### config.mk
export PLATFORM = sky130hd
export DESIGN_NAME = ilace_timing_gen
export DESIGN_NICKNAME = d
export VERILOG_FILES = /design/src/rtl/ilt_pkg.sv /design/src/rtl/ilt_shadow.sv /design/src/rtl/ilt_field_sel.sv /design/src/rtl/ilt_counters.sv /design/src/rtl/ilt_decode.sv /design/src/rtl/ilace_timing_gen.sv
export SDC_FILE = /design/constraint.sdc
export NUM_CORES = 1
export LEC_CHECK = 0
export ABC_AREA = 1
export BUFFER_PORTS_ARGS = -buffer_cell sky130_fd_sc_hd__buf_4
export CAP_MARGIN = 20
export CELL_PAD_IN_SITES_DETAIL_PLACEMENT = 2
export CELL_PAD_IN_SITES_GLOBAL_PLACEMENT = 2
export CORE_ASPECT_RATIO = 0.5
export CORE_MARGIN = 10
export CORE_UTILIZATION = 34
export DETAILED_ROUTE_END_ITERATION = 10
export HOLD_SLACK_MARGIN = 0.03
export PLACE_DENSITY = 0.79
export SYNTH_ARGS = -nofsm -noshare
export SYNTH_HDL_FRONTEND = slang
export SYNTH_SLANG_ARGS = --single-unit
### constraint.sdc
create_clock -name clk_i -period 4.08 [get_ports clk_i]
set_clock_uncertainty 0.1 [all_clocks]
set_input_delay 0.816 -clock clk_i [delete_from_list [all_inputs] [get_ports clk_i]]
set_output_delay 0.816 -clock clk_i [all_outputs]
set_load 0.03 [all_outputs]
### src/rtl/ilt_pkg.sv
package ilt_pkg;
  parameter int unsigned CNT_W = 12;

  typedef logic [CNT_W-1:0] cnt_t;

  typedef struct packed {
    cnt_t h_active;
    cnt_t h_total;
    cnt_t hs_start;
    cnt_t hs_end;
    cnt_t v_active;
    cnt_t v_total;
    cnt_t vs_start;
    cnt_t vs_stop;
    logic prog;
  } tcfg_t;

  // per-field vertical set
  typedef struct packed {
    cnt_t vtotal;
    cnt_t vs_first;
    cnt_t vs_last;
    cnt_t vs_pix;
  } fld_t;
endpackage

### src/rtl/ilt_shadow.sv
module ilt_shadow
  import ilt_pkg::*;
#(
  parameter tcfg_t RST_CFG = '0
) (
  input  logic  clk_i,
  input  logic  rst_ni,
  input  logic  load_i,
  input  tcfg_t cfg_i,
  output tcfg_t cfg_o
);
  tcfg_t shd_q;

  always_ff @(posedge clk_i or negedge rst_ni) begin
    if (!rst_ni)     shd_q <= RST_CFG;
    else if (load_i) shd_q <= cfg_i;
  end

  assign cfg_o = shd_q;
endmodule

### src/rtl/ilt_field_sel.sv
module ilt_field_sel
  import ilt_pkg::*;
(
  input  tcfg_t cfg_i,
  input  logic  odd_i,
  output fld_t  fld_o
);
  logic sel_odd;
  cnt_t half_line;

  assign sel_odd   = odd_i & ~cfg_i.prog;
  assign half_line = cnt_t'(cfg_i.h_total >> 1);

  // odd field: one extra line, window one line later, edge half a line early
  always_comb begin
    fld_o.vtotal   = cfg_i.v_total  + cnt_t'(sel_odd);
    fld_o.vs_first = cfg_i.vs_start + cnt_t'(sel_odd);
    fld_o.vs_last  = cfg_i.vs_stop  + cnt_t'(sel_odd);
    fld_o.vs_pix   = sel_odd ? cnt_t'(cfg_i.hs_start - half_line) : cfg_i.hs_start;
  end
endmodule

### src/rtl/ilt_counters.sv
module ilt_counters
  import ilt_pkg::*;
(
  input  logic clk_i,
  input  logic rst_ni,
  input  cnt_t h_total_i,
  input  cnt_t v_total_i,
  input  logic prog_i,
  output cnt_t x_o,
  output cnt_t y_o,
  output logic odd_o,
  output logic load_o
);
  cnt_t x_q, y_q;
  logic odd_q;
  logic x_end, y_end;

  assign x_end = (x_q == cnt_t'(h_total_i - cnt_t'(1)));
  assign y_end = (y_q == cnt_t'(v_total_i - cnt_t'(1)));

  always_ff @(posedge clk_i or negedge rst_ni) begin
    if (!rst_ni) begin
      x_q   <= '0;
      y_q   <= '0;
      odd_q <= 1'b1;
    end else if (x_end) begin
      x_q <= '0;
      if (y_end) begin
        y_q <= '0;
        if (!prog_i) odd_q <= ~odd_q;
      end else begin
        y_q <= y_q + cnt_t'(1);
      end
    end else begin
      x_q <= x_q + cnt_t'(1);
    end
  end

  // reload only after an even field (every field when progressive)
  assign load_o = x_end & y_end & (~odd_q | prog_i);
  assign x_o    = x_q;
  assign y_o    = y_q;
  assign odd_o  = odd_q;
endmodule

### src/rtl/ilt_decode.sv
module ilt_decode
  import ilt_pkg::*;
(
  input  logic  clk_i,
  input  logic  rst_ni,
  input  cnt_t  x_i,
  input  cnt_t  y_i,
  input  logic  odd_i,
  input  tcfg_t cfg_i,
  input  fld_t  fld_i,
  output logic  hsync_o,
  output logic  vsync_o,
  output logic  de_o,
  output logic  field_o,
  output cnt_t  pix_o,
  output cnt_t  line_o
);
  logic hs_on, vs_on, de_on, vs_after_rise, vs_before_fall;

  assign hs_on = (x_i >= cfg_i.hs_start) && (x_i < cfg_i.hs_end);
  assign de_on = (x_i < cfg_i.h_active) && (y_i < cfg_i.v_active);

  // vsync edges fall mid-line, compare line first then pixel
  assign vs_after_rise  = (y_i > fld_i.vs_first) ||
                          ((y_i == fld_i.vs_first) && (x_i >= fld_i.vs_pix));
  assign vs_before_fall = (y_i < fld_i.vs_last) ||
                          ((y_i == fld_i.vs_last) && (x_i < fld_i.vs_pix));
  assign vs_on = vs_after_rise && vs_before_fall;

  always_ff @(posedge clk_i or negedge rst_ni) begin
    if (!rst_ni) begin
      hsync_o <= 1'b0;
      vsync_o <= 1'b0;
      de_o    <= 1'b0;
      field_o <= 1'b1;
      pix_o   <= '0;
      line_o  <= '0;
    end else begin
      hsync_o <= hs_on;
      vsync_o <= vs_on;
      de_o    <= de_on;
      field_o <= odd_i;
      pix_o   <= x_i;
      line_o  <= y_i;
    end
  end
endmodule

### src/rtl/ilace_timing_gen.sv
module ilace_timing_gen
  import ilt_pkg::*;
#(
  parameter int unsigned DEF_H_ACTIVE = 1920,
  parameter int unsigned DEF_H_TOTAL  = 2640,
  parameter int unsigned DEF_HS_START = 2448,
  parameter int unsigned DEF_HS_END   = 2492,
  parameter int unsigned DEF_V_ACTIVE = 540,
  parameter int unsigned DEF_V_TOTAL  = 562,
  parameter int unsigned DEF_VS_START = 542,
  parameter int unsigned DEF_VS_STOP  = 548,
  parameter bit          DEF_PROG     = 1'b0
) (
  input  logic       clk_i,
  input  logic       rst_ni,
  input  logic [CNT_W-1:0] cfg_h_active_i,
  input  logic [CNT_W-1:0] cfg_h_total_i,
  input  logic [CNT_W-1:0] cfg_hs_start_i,
  input  logic [CNT_W-1:0] cfg_hs_end_i,
  input  logic [CNT_W-1:0] cfg_v_active_i,
  input  logic [CNT_W-1:0] cfg_v_total_i,
  input  logic [CNT_W-1:0] cfg_vs_start_i,
  input  logic [CNT_W-1:0] cfg_vs_stop_i,
  input  logic       cfg_prog_i,
  output logic       hsync_o,
  output logic       vsync_o,
  output logic       de_o,
  output logic       field_o,
  output logic [CNT_W-1:0] pix_o,
  output logic [CNT_W-1:0] line_o
);
  localparam tcfg_t RST_CFG = '{
    h_active: cnt_t'(DEF_H_ACTIVE), h_total:  cnt_t'(DEF_H_TOTAL),
    hs_start: cnt_t'(DEF_HS_START), hs_end:   cnt_t'(DEF_HS_END),
    v_active: cnt_t'(DEF_V_ACTIVE), v_total:  cnt_t'(DEF_V_TOTAL),
    vs_start: cnt_t'(DEF_VS_START), vs_stop:  cnt_t'(DEF_VS_STOP),
    prog:     DEF_PROG
  };

  tcfg_t cfg_in, shd_cfg;
  fld_t  fld;
  cnt_t  x, y;
  logic  odd, load;

  always_comb begin
    cfg_in.h_active = cfg_h_active_i;
    cfg_in.h_total  = cfg_h_total_i;
    cfg_in.hs_start = cfg_hs_start_i;
    cfg_in.hs_end   = cfg_hs_end_i;
    cfg_in.v_active = cfg_v_active_i;
    cfg_in.v_total  = cfg_v_total_i;
    cfg_in.vs_start = cfg_vs_start_i;
    cfg_in.vs_stop  = cfg_vs_stop_i;
    cfg_in.prog     = cfg_prog_i;
  end

  ilt_shadow #(.RST_CFG(RST_CFG)) u_shadow (
    .clk_i (clk_i),
    .rst_ni(rst_ni),
    .load_i(load),
    .cfg_i (cfg_in),
    .cfg_o (shd_cfg)
  );

  ilt_field_sel u_fsel (
    .cfg_i(shd_cfg),
    .odd_i(odd),
    .fld_o(fld)
  );

  ilt_counters u_cnt (
    .clk_i    (clk_i),
    .rst_ni   (rst_ni),
    .h_total_i(shd_cfg.h_total),
    .v_total_i(fld.vtotal),
    .prog_i   (shd_cfg.prog),
    .x_o      (x),
    .y_o      (y),
    .odd_o    (odd),
    .load_o   (load)
  );

  ilt_decode u_dec (
    .clk_i  (clk_i),
    .rst_ni (rst_ni),
    .x_i    (x),
    .y_i    (y),
    .odd_i  (odd),
    .cfg_i  (shd_cfg),
    .fld_i  (fld),
    .hsync_o(hsync_o),
    .vsync_o(vsync_o),
    .de_o   (de_o),
    .field_o(field_o),
    .pix_o  (pix_o),
    .line_o (line_o)
  );
endmodule

==> results of run 1 <==
[state kept, by name, indices dropped and copies added, names as in the netlist]
register,cells
u_cnt.odd_o,1
u_cnt.x_o,12
u_cnt.y_o,12
u_dec.de_o,1
u_dec.field_o,1
u_dec.hsync_o,1
u_dec.line_o,12
u_dec.pix_o,12
u_dec.vsync_o,1
u_shadow.cfg_o,97
[synthesized netlist by cell type]
cell,n,area share (%)
xor2_1,37,3.2
nand4_1,107,6.6
buf_4,3,0.22
dfstp_2,37,9.6
nor2_1,86,3.2
and3_1,2,0.12
nor2_2,2,0.12
nor3_1,17,0.84
dfrtp_1,113,28
clkbuf_2,1,0.049
clkbuf_1,25,0.92
o211ai_1,4,0.30
a21o_1,2,0.15
nand3_2,1,0.099
buf_2,17,0.84
a31oi_1,4,0.25
xnor2_1,20,1.7
nand3_1,65,3.2
o2111ai_1,2,0.17
inv_1,156,5.8
o221ai_1,1,0.086
a211oi_1,3,0.22
buf_6,5,0.55
fa_1,1,0.20
inv_2,2,0.074
a21oi_1,45,2.2
clkinv_1,1,0.037
nor3b_1,3,0.22
ha_1,101,12
nor2_4,2,0.22
xnor3_1,2,0.44
nand3b_1,8,0.59
or2_2,6,0.37
a21boi_0,4,0.30
nand2_1,410,15
o21ai_0,26,1.3
o21bai_1,3,0.22
o31ai_1,3,0.22
[power by group]
part	internal [W]	switching [W]	total, W
logic	0.0000611	0.0000454	0.000107
clock network	0.000837	0.000700	0.00154
registers	0.00149	0	0.00149
[logic make-up (layout without fill, tap and decap cells)]
| group | count (synthesis) | in the layout | synth area share, % |
|---|---|---|---|
| flops | 150 | 150 | 37.4 |
| buf+inv | 210 | 334 | 8.46 |
| fa+ha+maj | 102 | 102 | 12.6 |
| xor+xnor | 59 | 59 | 5.36 |
| simple gates | 709 | 709 | 30.7 |
| compound gates | 97 | 97 | 5.41 |
[final cells by class]
cell class              instances  area share, %
inverters                     159           4.95
clock buffers                  20           3.62
well taps                     391           4.05
clock inverters                12          0.891
flip-flops and latches        150           31.5
multi-input cells             967           45.7
repair buffers                143           9.34
[metrics by stage]
stage | total power, W | instances | setup WS, ns
after floorplan | 0.00152 | 1327 | 0.758
after global placement | 0.00162 | 1810 | 0.611
after detailed placement | 0.00162 | 1810 | 0.340
after CTS | 0.00316 | 1842 | 0.288
after global routing | 0.00324 | 1842 | 0.0744
final | 0.00313 | 1842 | 0.407
[critical path: stages, from the launching register on]
cell,delay [ns]
dfstp_2,0.54
inv_1,0.06
nor2_2,0.23
ha_1,0.24
ha_1,0.19
nand2_1,0.06
nor2_1,0.15
nand3_1,0.15
nor3b_1,0.34
nand2_1,0.11
xor2_1,0.16
ha_1,0.28
nand2_1,0.06
inv_1,0.07
nand3_1,0.09
nor2_1,0.15
nand3_1,0.18
a21oi_1,0.16
nand2_1,0.08
o31ai_1,0.07
nor2_1,0.07
[per-layer routing]
layer | track usage (%) | wire length (µm) | vias up
met4 | 5.68 | 608 | 2
met3 | 3.64 | 1160 | 44
met2 | 36.7 | 18900 | 98
met1 | 22.4 | 15700 | 4856
li1 | - | - | 4576
met5 | 0 | 8 | -
[final timing paths]
check	from	endpoint	slack, ns	cells past startpoint
worst min register to register	u_cnt.odd_o	u_dec.field_o	0.28	0
max in group asynchronous	rst_ni	u_shadow.cfg_o[16]	2.66	2
worst min-delay path	rst_ni	u_dec.pix_o[9]	0.28	1
worst max-delay path	u_cnt.odd_o	u_dec.vsync_o	0.41	20
worst max register to register	u_cnt.odd_o	u_dec.vsync_o	0.41	20
min in group clk_i	u_cnt.odd_o	u_dec.field_o	0.28	0
==> flow_summary_export.csv, run 1 <==
group,metric,value,unit
run_status,status,"completed",
grt,grt_max_degree,76,
power_and_ir_drop,irDropWorstVdd,0.297,mV
final_layout,insertedDiodeCount,0,
yosys,avgSynthCellArea,7.65,µm²
floorplanning,start_util,34.7,%
yosys,synth.net_count,1528,
setup_path,cp_max_fo,4,
power_and_ir_drop,powerDensity,259,mW/mm²
setup_path,cp.required,4.32,ns
yosys,yosysWarnings,0,
routing,drt_iter0_drc,383,
floorplanning,ios,127,
placement,place_area,0.0115,mm²
sta,post-route-period-util,90.0,%
yosys,syn-cell-area,0.0102,mm²
placement,portBuffers,126,
setup_path,endpoint_kind,"register",
yosys,syn_inst,1327,
routing,vias_per_cell,5.20,
routing,vias,9576,
clock_tree,cts_htree_levels,4,
clock_tree,cts_inserted_buffers,17,
floorplanning,die_height,142,µm
sta,final-max-slew-violation-count,0,
clock_tree,clock-root-buffer,"clkbuf_16",
clock_tree,clk_latency,0.46,ns
sta,tightest_slew,0.915,ns
clock_tree,cts.sinks,150,
final_layout,utilization,41.3,%
sta,setup_violations,0,
sta,period_minus_slack,3.67,ns
sta,hold_violations,0,
final_layout,drive_gt1_share,15.5,%
final_layout,final_cell_mix,"nand2_1, inv_1, buf_4",
floorplanning,core_area,0.0292,mm²
sta,setup_tns,0,ns
placement,hpwl,27.4,mm
final_layout,final_common_cell,"nand2_1",
sta,maxSlewHeadroom,39.0,%
sta,whs,0.276,ns
final_layout,regArea,0.00380,mm²
floorplanning,die_area,0.0376,mm²
grt,gr-total-overflow,0,
setup_path,startpoint_type,"register",
routing,drtPass1Iterations,4,
clock_tree,path_clk_slew,0.07,ns
final_layout,multiInputGateArea,0.00551,mm²
yosys,ys_ff_latch,150,
setup_path,cp.arrival,3.91,ns
final_layout,nFillCells,3403,
sta,rsz0062_at_grt,"no",
clock_tree,cts_hold_buf,0,
final_layout,nNetsFinal,1639,
setup_path,critPathKind,"reg -> reg",
power_and_ir_drop,leakage,6.67,nW
clock_tree,post_cts_buffers,0,
grt,grtUsageTotal,19.6,%
yosys,ys_types,38,
floorplanning,rows,44,
final_layout,fin_area,0.0121,mm²
yosys,ys_seq_area_share,37.4,%
grt,antenna_found_initial,1,
routing,wl_per_cell,19.7,µm
clock_tree,cts_tree,"yes",
clock_tree,clockBufferDepth,2,
floorplanning,dieWidth,264,µm
final_layout,area_growth,18.9,%
hold_path,hp-class,"in -> async",
routing,wirelength,36.3,mm
grt,grt_pass1_wl,58.7,mm
routing,ant_nets,0,
sta,fmax,0.272,GHz
clock_tree,post_cts_resized,0,
placement,gp_congestion,0.848,
routing,drc,0,
grt,grt_pass1_vias,10900,
job,max_cap_viol_count,0,
No activity file was read; power rests on OpenSTA's default activity.
==> run 2: changes to the inputs <==
--- a/config.mk
+++ b/config.mk
@@ -14,6 +14,7 @@
 export CORE_MARGIN = 10
 export CORE_UTILIZATION = 34
 export DETAILED_ROUTE_END_ITERATION = 10
+export GPL_TIMING_DRIVEN = 0
 export HOLD_SLACK_MARGIN = 0.03
 export PLACE_DENSITY = 0.79
 export SYNTH_ARGS = -nofsm -noshare
==> run 2 against run 1 <==
Register-to-register slack lost 0.21 ns; combinational power barely moved; sequential share of layout area is 0.73 points lower; setup slack got worse by 0.21 ns; highest routed layer is now met4.
==> flow_summary_export.csv, run 2 (same netlist as run 1, synthesis figures left out) <==
group,metric,value,unit
clock_tree,clk_latency,0.45,ns
sta,whs,0.239,ns
floorplanning,core_area,0.0292,mm²
power_and_ir_drop,irDropWorstVdd,0.278,mV
sta,hold_violations,0,
setup_path,cp_max_fo,11,
floorplanning,die_area,0.0376,mm²
placement,post-place-ws,-1.19,ns
placement,gp_congestion,0.888,
grt,grtUsageTotal,20.4,%
clock_tree,cts.sinks,150,
final_layout,insertedDiodeCount,0,
sta,setup_ws,0.201,ns
clock_tree,path_clk_slew,0.07,ns
clock_tree,cts_tree,"yes",
grt,gr-total-overflow,0,
setup_path,cp.arrival,4.10,ns
setup_path,crit_family,"simple AND/OR/NAND/NOR gates",
job,max_cap_viol_count,0,
routing,drtPass1Iterations,4,
setup_path,slowest_delay,0.58,ns
floorplanning,start_util,34.7,%
clock_tree,clockBufferDepth,2,
final_layout,final_common_cell,"nand2_1",
setup_path,startpoint_type,"register",
clock_tree,cts_hold_buf,0,
sta,rsz0062_at_grt,"yes",
power_and_ir_drop,leakage,6.85,nW
grt,grt_pass1_vias,11100,
sta,final-max-slew-violation-count,0,
routing,vias_per_cell,5.20,
final_layout,largest_reg_flops,97,
placement,portBuffers,126,
final_layout,area_growth,21.7,%
routing,drt_iter0_drc,427,
sta,post-route-period-util,95.1,%
setup_path,endpoint_kind,"register",
final_layout,nNetsFinal,1676,
setup_path,crit_chain,"inv_1, nor2_2, clkbuf_8, ha_1, ha_1, nand3_1, nand3b_1, nor3b_2, nand3_1, xor2_1, ha_1, nand4_1, nor3_1, a21oi_1, o211ai_1, nand2_1, inv_1, nor2_1",
floorplanning,ios,127,
routing,wl_per_cell,20.1,µm
clock_tree,clock-root-buffer,"clkbuf_16",
setup_path,critPathKind,"reg -> reg",
grt,grt_max_degree,96,
hold_path,hp-class,"in -> async",
final_layout,nFillCells,3346,
routing,vias,9762,
final_layout,final_cell_mix,"nand2_1, inv_1, buf_4",
setup_path,critPathBufInv,3,
setup_path,cp.required,4.31,ns
placement,hpwl,28.7,mm
clock_tree,cts_htree_levels,4,
run_status,status,"completed",
setup_path,cp_slowest_cell,"dfstp_2",
sta,fmax,0.258,GHz
floorplanning,rows,44,
routing,drc,0,
grt,grt_pass1_wl,60.7,mm
routing,ant_nets,0,
sta,tightest_slew,0.598,ns
floorplanning,die_height,142,µm
sta,maxSlewHeadroom,60.0,%
sta,period_minus_slack,3.88,ns
floorplanning,dieWidth,264,µm
grt,antenna_found_initial,1,
final_layout,multiInputGateArea,0.00554,mm²
routing,wirelength,37.7,mm
sta,setup_violations,0,
clock_tree,cts_inserted_buffers,17,
final_layout,regArea,0.00380,mm²
final_layout,drive_gt1_share,16.8,%
setup_path,crit_top_cell,"ha_1",
power_and_ir_drop,powerDensity,276,mW/mm²
## run 2: report_power, final
part	total (W)	internal, W	switching [W]	leakage [nW]
Clock	0.00181	0.00110	0.000709	0.314
Combinational	0.000108	0.0000613	0.0000467	4.92
Sequential	0.00149	0.00149	0	1.61
## run 2: final cells by class
type,instances,area share [%]
inverter,159,4.83
buffer,50,2.27
sequential,150,30.7
multi-input combinational,967,44.8
tap,391,3.96
clock inverter,12,1.61
timing repair buffer,130,8.19
clock buffer,20,3.61
## run 2: routing by layer
layer / up-vias / GRT usage (%) / share of wire, %
met3: 42 / 3.21 / 2.7
met5: - / 0 / 0
li1: 4658 / - / -
met4: 0 / 5.44 / 1.6
met1: 4962 / 23.8 / 44
met2: 100 / 38.3 / 52
## run 2: timing repair
| item | in CTS | in global routing |
|---|---|---|
| gates cloned | 0 | 0 |
| endpoints found under the setup margin | 111 | 92 |
| setup buffers | 2 | 1 |
| hold endpoints to repair | 0 | 0 |
| resized for setup | 7 | 17 |
| pin swaps | 1 | 1 |
## run 2: worst reg2reg max path: stages, from the launching register on
cell	delay, ns
dfstp_2	0.58
inv_1	0.08
nor2_2	0.17
clkbuf_8	0.22
ha_1	0.25
ha_1	0.25
nand3_1	0.16
nand3b_1	0.26
nor3b_2	0.28
nand3_1	0.12
xor2_1	0.17
ha_1	0.30
nand4_1	0.12
nor3_1	0.27
a21oi_1	0.12
o211ai_1	0.12
nand2_1	0.09
inv_1	0.06
nor2_1	0.05
## run 2: through the flow
step | cell area [µm²] | std cells | util, % | TNS (ns) | power [W]
6_report | 12400 | 1879 | 42.3 | 0 | 0.00341
5_1_grt | 12400 | 1879 | 42.3 | -0.0746 | 0.00351
4_1_cts | 12300 | 1878 | 42.1 | 0 | 0.00344
3_5_place_dp | 11600 | 1845 | 39.8 | -110.91 | 0.00163
3_3_place_gp | 11600 | 1844 | 39.7 | -93.52 | 0.00162
2_1_floorplan | 10200 | 1327 | - | 0 | 0.00152
## run 2: path summary, 6_finish.rpt
| kind | startpoint | endpoint | slack [ns] | cells after the start |
|---|---|---|---|---|
| setup / recovery | u_cnt.odd_o | u_dec.vsync_o | 0.20 | 18 |
| hold / removal | rst_ni | u_dec.pix_o[5] | 0.24 | 1 |
| setup reg to reg | u_cnt.odd_o | u_dec.vsync_o | 0.20 | 18 |
| hold reg to reg | u_cnt.odd_o | u_dec.field_o | 0.30 | 0 |
| max in group asynchronous | rst_ni | u_shadow.cfg_o[17] | 2.70 | 2 |
| min in group clk_i | u_cnt.odd_o | u_dec.field_o | 0.30 | 0 |
==> run 3: changes to the inputs <==
--- a/config.mk
+++ b/config.mk
@@ -16,6 +16,7 @@
 export DETAILED_ROUTE_END_ITERATION = 10
 export GPL_TIMING_DRIVEN = 0
 export HOLD_SLACK_MARGIN = 0.03
+export MAX_ROUTING_LAYER = met4
 export PLACE_DENSITY = 0.79
 export SYNTH_ARGS = -nofsm -noshare
 export SYNTH_HDL_FRONTEND = slang
==> run 3 against run 2 <==
Clock-buffer cell count up 1; routed wire length increased by 1.1%; sequential share of layout area grew 0.24 points; total power decreased by 7.2%; maximum frequency rose by 1.1%; non-clock buffer count is 1 higher; first-iteration DRC count up 12%; register-to-register slack better by 0.04 ns; worst hold slack improved by 0.018 ns; combinational power is essentially flat; critical path type unchanged.
==> flow_summary_export.csv, run 3 (same netlist as run 1, synthesis figures left out) <==
group,metric,value,unit
grt,grt_pass1_wl,61.2,mm
setup_path,critPathKind,"reg -> reg",
clock_tree,path_clk_slew,0.07,ns
sta,final-max-slew-violation-count,0,
run_status,status,"completed",
final_layout,area_growth,20.7,%
floorplanning,start_util,34.7,%
setup_path,endpoint_kind,"register",
routing,ant_nets,0,
power_and_ir_drop,powerDensity,258,mW/mm²
grt,gr-total-overflow,0,
sta,maxSlewHeadroom,54.0,%
grt,grt_max_degree,92,
final_layout,largest_reg_flops,97,
floorplanning,die_height,142,µm
hold_path,hp-class,"in -> async",
clock_tree,clock-root-buffer,"clkbuf_16",
final_layout,utilization,41.9,%
job,max_cap_viol_count,0,
setup_path,cp.required,4.30,ns
setup_path,cp_slowest_cell,"dfstp_2",
floorplanning,rows,44,
placement,portBuffers,126,
floorplanning,die_area,0.0376,mm²
clock_tree,cts_inserted_buffers,17,
routing,drc,0,
setup_path,slowest_delay,0.58,ns
final_layout,final_common_cell,"nand2_1",
clock_tree,clk_latency,0.45,ns
sta,rsz0062_at_grt,"yes",
routing,vias_per_cell,5.21,
routing,drtPass1Iterations,4,
final_layout,drive_gt1_share,17.1,%
final_layout,regArea,0.00380,mm²
grt,grt_pass1_vias,11200,
floorplanning,core_area,0.0292,mm²
floorplanning,dieWidth,264,µm
grt,antenna_found_initial,1,
placement,gp_congestion,0.876,
sta,fmax,0.261,GHz
routing,wirelength,38.1,mm
grt,grtUsageTotal,21.2,%
routing,wl_per_cell,20.3,µm
clock_tree,cts_htree_levels,4,
setup_path,crit_chain,"inv_1, ha_1, nand2_1, o21ai_0, a21oi_1, nor2_1, nor2_1, inv_1, nand2_1, nand2_1, xor2_1, ha_1, nand2_1, nor2_1, a211oi_1, nand2_1, a21oi_2, nand2_1, o31ai_1, nor2_1",
sta,setup_ws,0.244,ns
sta,hold_violations,0,
power_and_ir_drop,irDropWorstVdd,0.300,mV
placement,post-place-ws,-1.23,ns
final_layout,insertedDiodeCount,0,
floorplanning,ios,127,
sta,post-route-period-util,94.0,%
setup_path,cp.arrival,4.06,ns
power_and_ir_drop,leakage,6.82,nW
sta,setup_tns,0,ns
clock_tree,cts_tree,"yes",
sta,tightest_slew,0.687,ns
sta,setup_violations,0,
clock_tree,clockBufferDepth,2,
sta,whs,0.257,ns
routing,vias,9800,
routing,drt_iter0_drc,477,
setup_path,crit_top_cell,"nand2_1",
final_layout,nNetsFinal,1677,
setup_path,cp_max_fo,6,
setup_path,startpoint_type,"register",
final_layout,final_cell_mix,"nand2_1, inv_1, buf_4",
final_layout,multiInputGateArea,0.00553,mm²
setup_path,ff2ff_setup_slack,0.24,ns
sta,period_minus_slack,3.84,ns
placement,hpwl,28.6,mm
clock_tree,cts.sinks,150,
final_layout,nFillCells,3348,
[run 3: critical path: cells and delay by family, from the launching register on]
kind | cells | cell delay [ns]
AND/OR/NAND/NOR | 10 | 1.00
AO/OA/AOI/OAI | 5 | 0.99
adder cells (fa/ha/maj) | 2 | 0.68
flip-flops | 1 | 0.58
buffers and inverters | 2 | 0.19
XOR/XNOR | 1 | 0.16
[run 3: power breakdown]
group          leakage (nW)  switching (W)  internal [W]  total, W
Clock                 0.259       0.000710      0.000855   0.00157
Combinational          4.94      0.0000463     0.0000613  0.000108
Sequential             1.61              0       0.00149   0.00149
[run 3: final cells by class]
cell class | count | share of cell area, %
well taps | 391 | 3.99
multi-input cells | 967 | 45.1
repair buffers | 132 | 8.27
inverters | 159 | 4.87
plain buffers | 49 | 2.28
clock buffers | 21 | 3.67
flip-flops and latches | 150 | 31.0
clock inverters | 11 | 0.826
[run 3: final timing paths]
check                           cells past startpoint               start                 end
worst max register to register                     20  u_shadow.cfg_o[77]       u_dec.vsync_o
min in group clk_i                                  0         u_cnt.odd_o       u_dec.field_o
worst max-delay path                               20  u_shadow.cfg_o[77]       u_dec.vsync_o
max in group asynchronous                           2              rst_ni  u_shadow.cfg_o[14]
worst min-delay path                                1              rst_ni      u_dec.pix_o[4]
worst min register to register                      0         u_cnt.odd_o       u_dec.field_o
[run 3: stage by stage]
| stage | instances | total power, W | instance area (µm²) |
|---|---|---|---|
| 6_report | 1880 | 0.00316 | 12300 |
| 3_5_place_dp | 1845 | 0.00163 | 11600 |
| 5_1_grt | 1880 | 0.00327 | 12300 |
| 2_1_floorplan | 1327 | 0.00152 | 10200 |
| 4_1_cts | 1880 | 0.00320 | 12200 |
| 3_3_place_gp | 1844 | 0.00162 | 11600 |
[run 3: repair_timing]
action	4_1_cts	5_1_grt
endpoints found under the setup margin	111	92
hold buffers	0	0
pin swaps	1	1
buffers inserted	4	1
gates resized for setup	6	24
[run 3: per-layer routing]
| layer | global-route usage [%] | share of wire [%] |
|---|---|---|
| met1 | 24.5 | 44 |
| met2 | 38.3 | 52 |
| met3 | 3.36 | 2.3 |
| met4 | 5.11 | 1.5 |
| met5 | - | 0 |
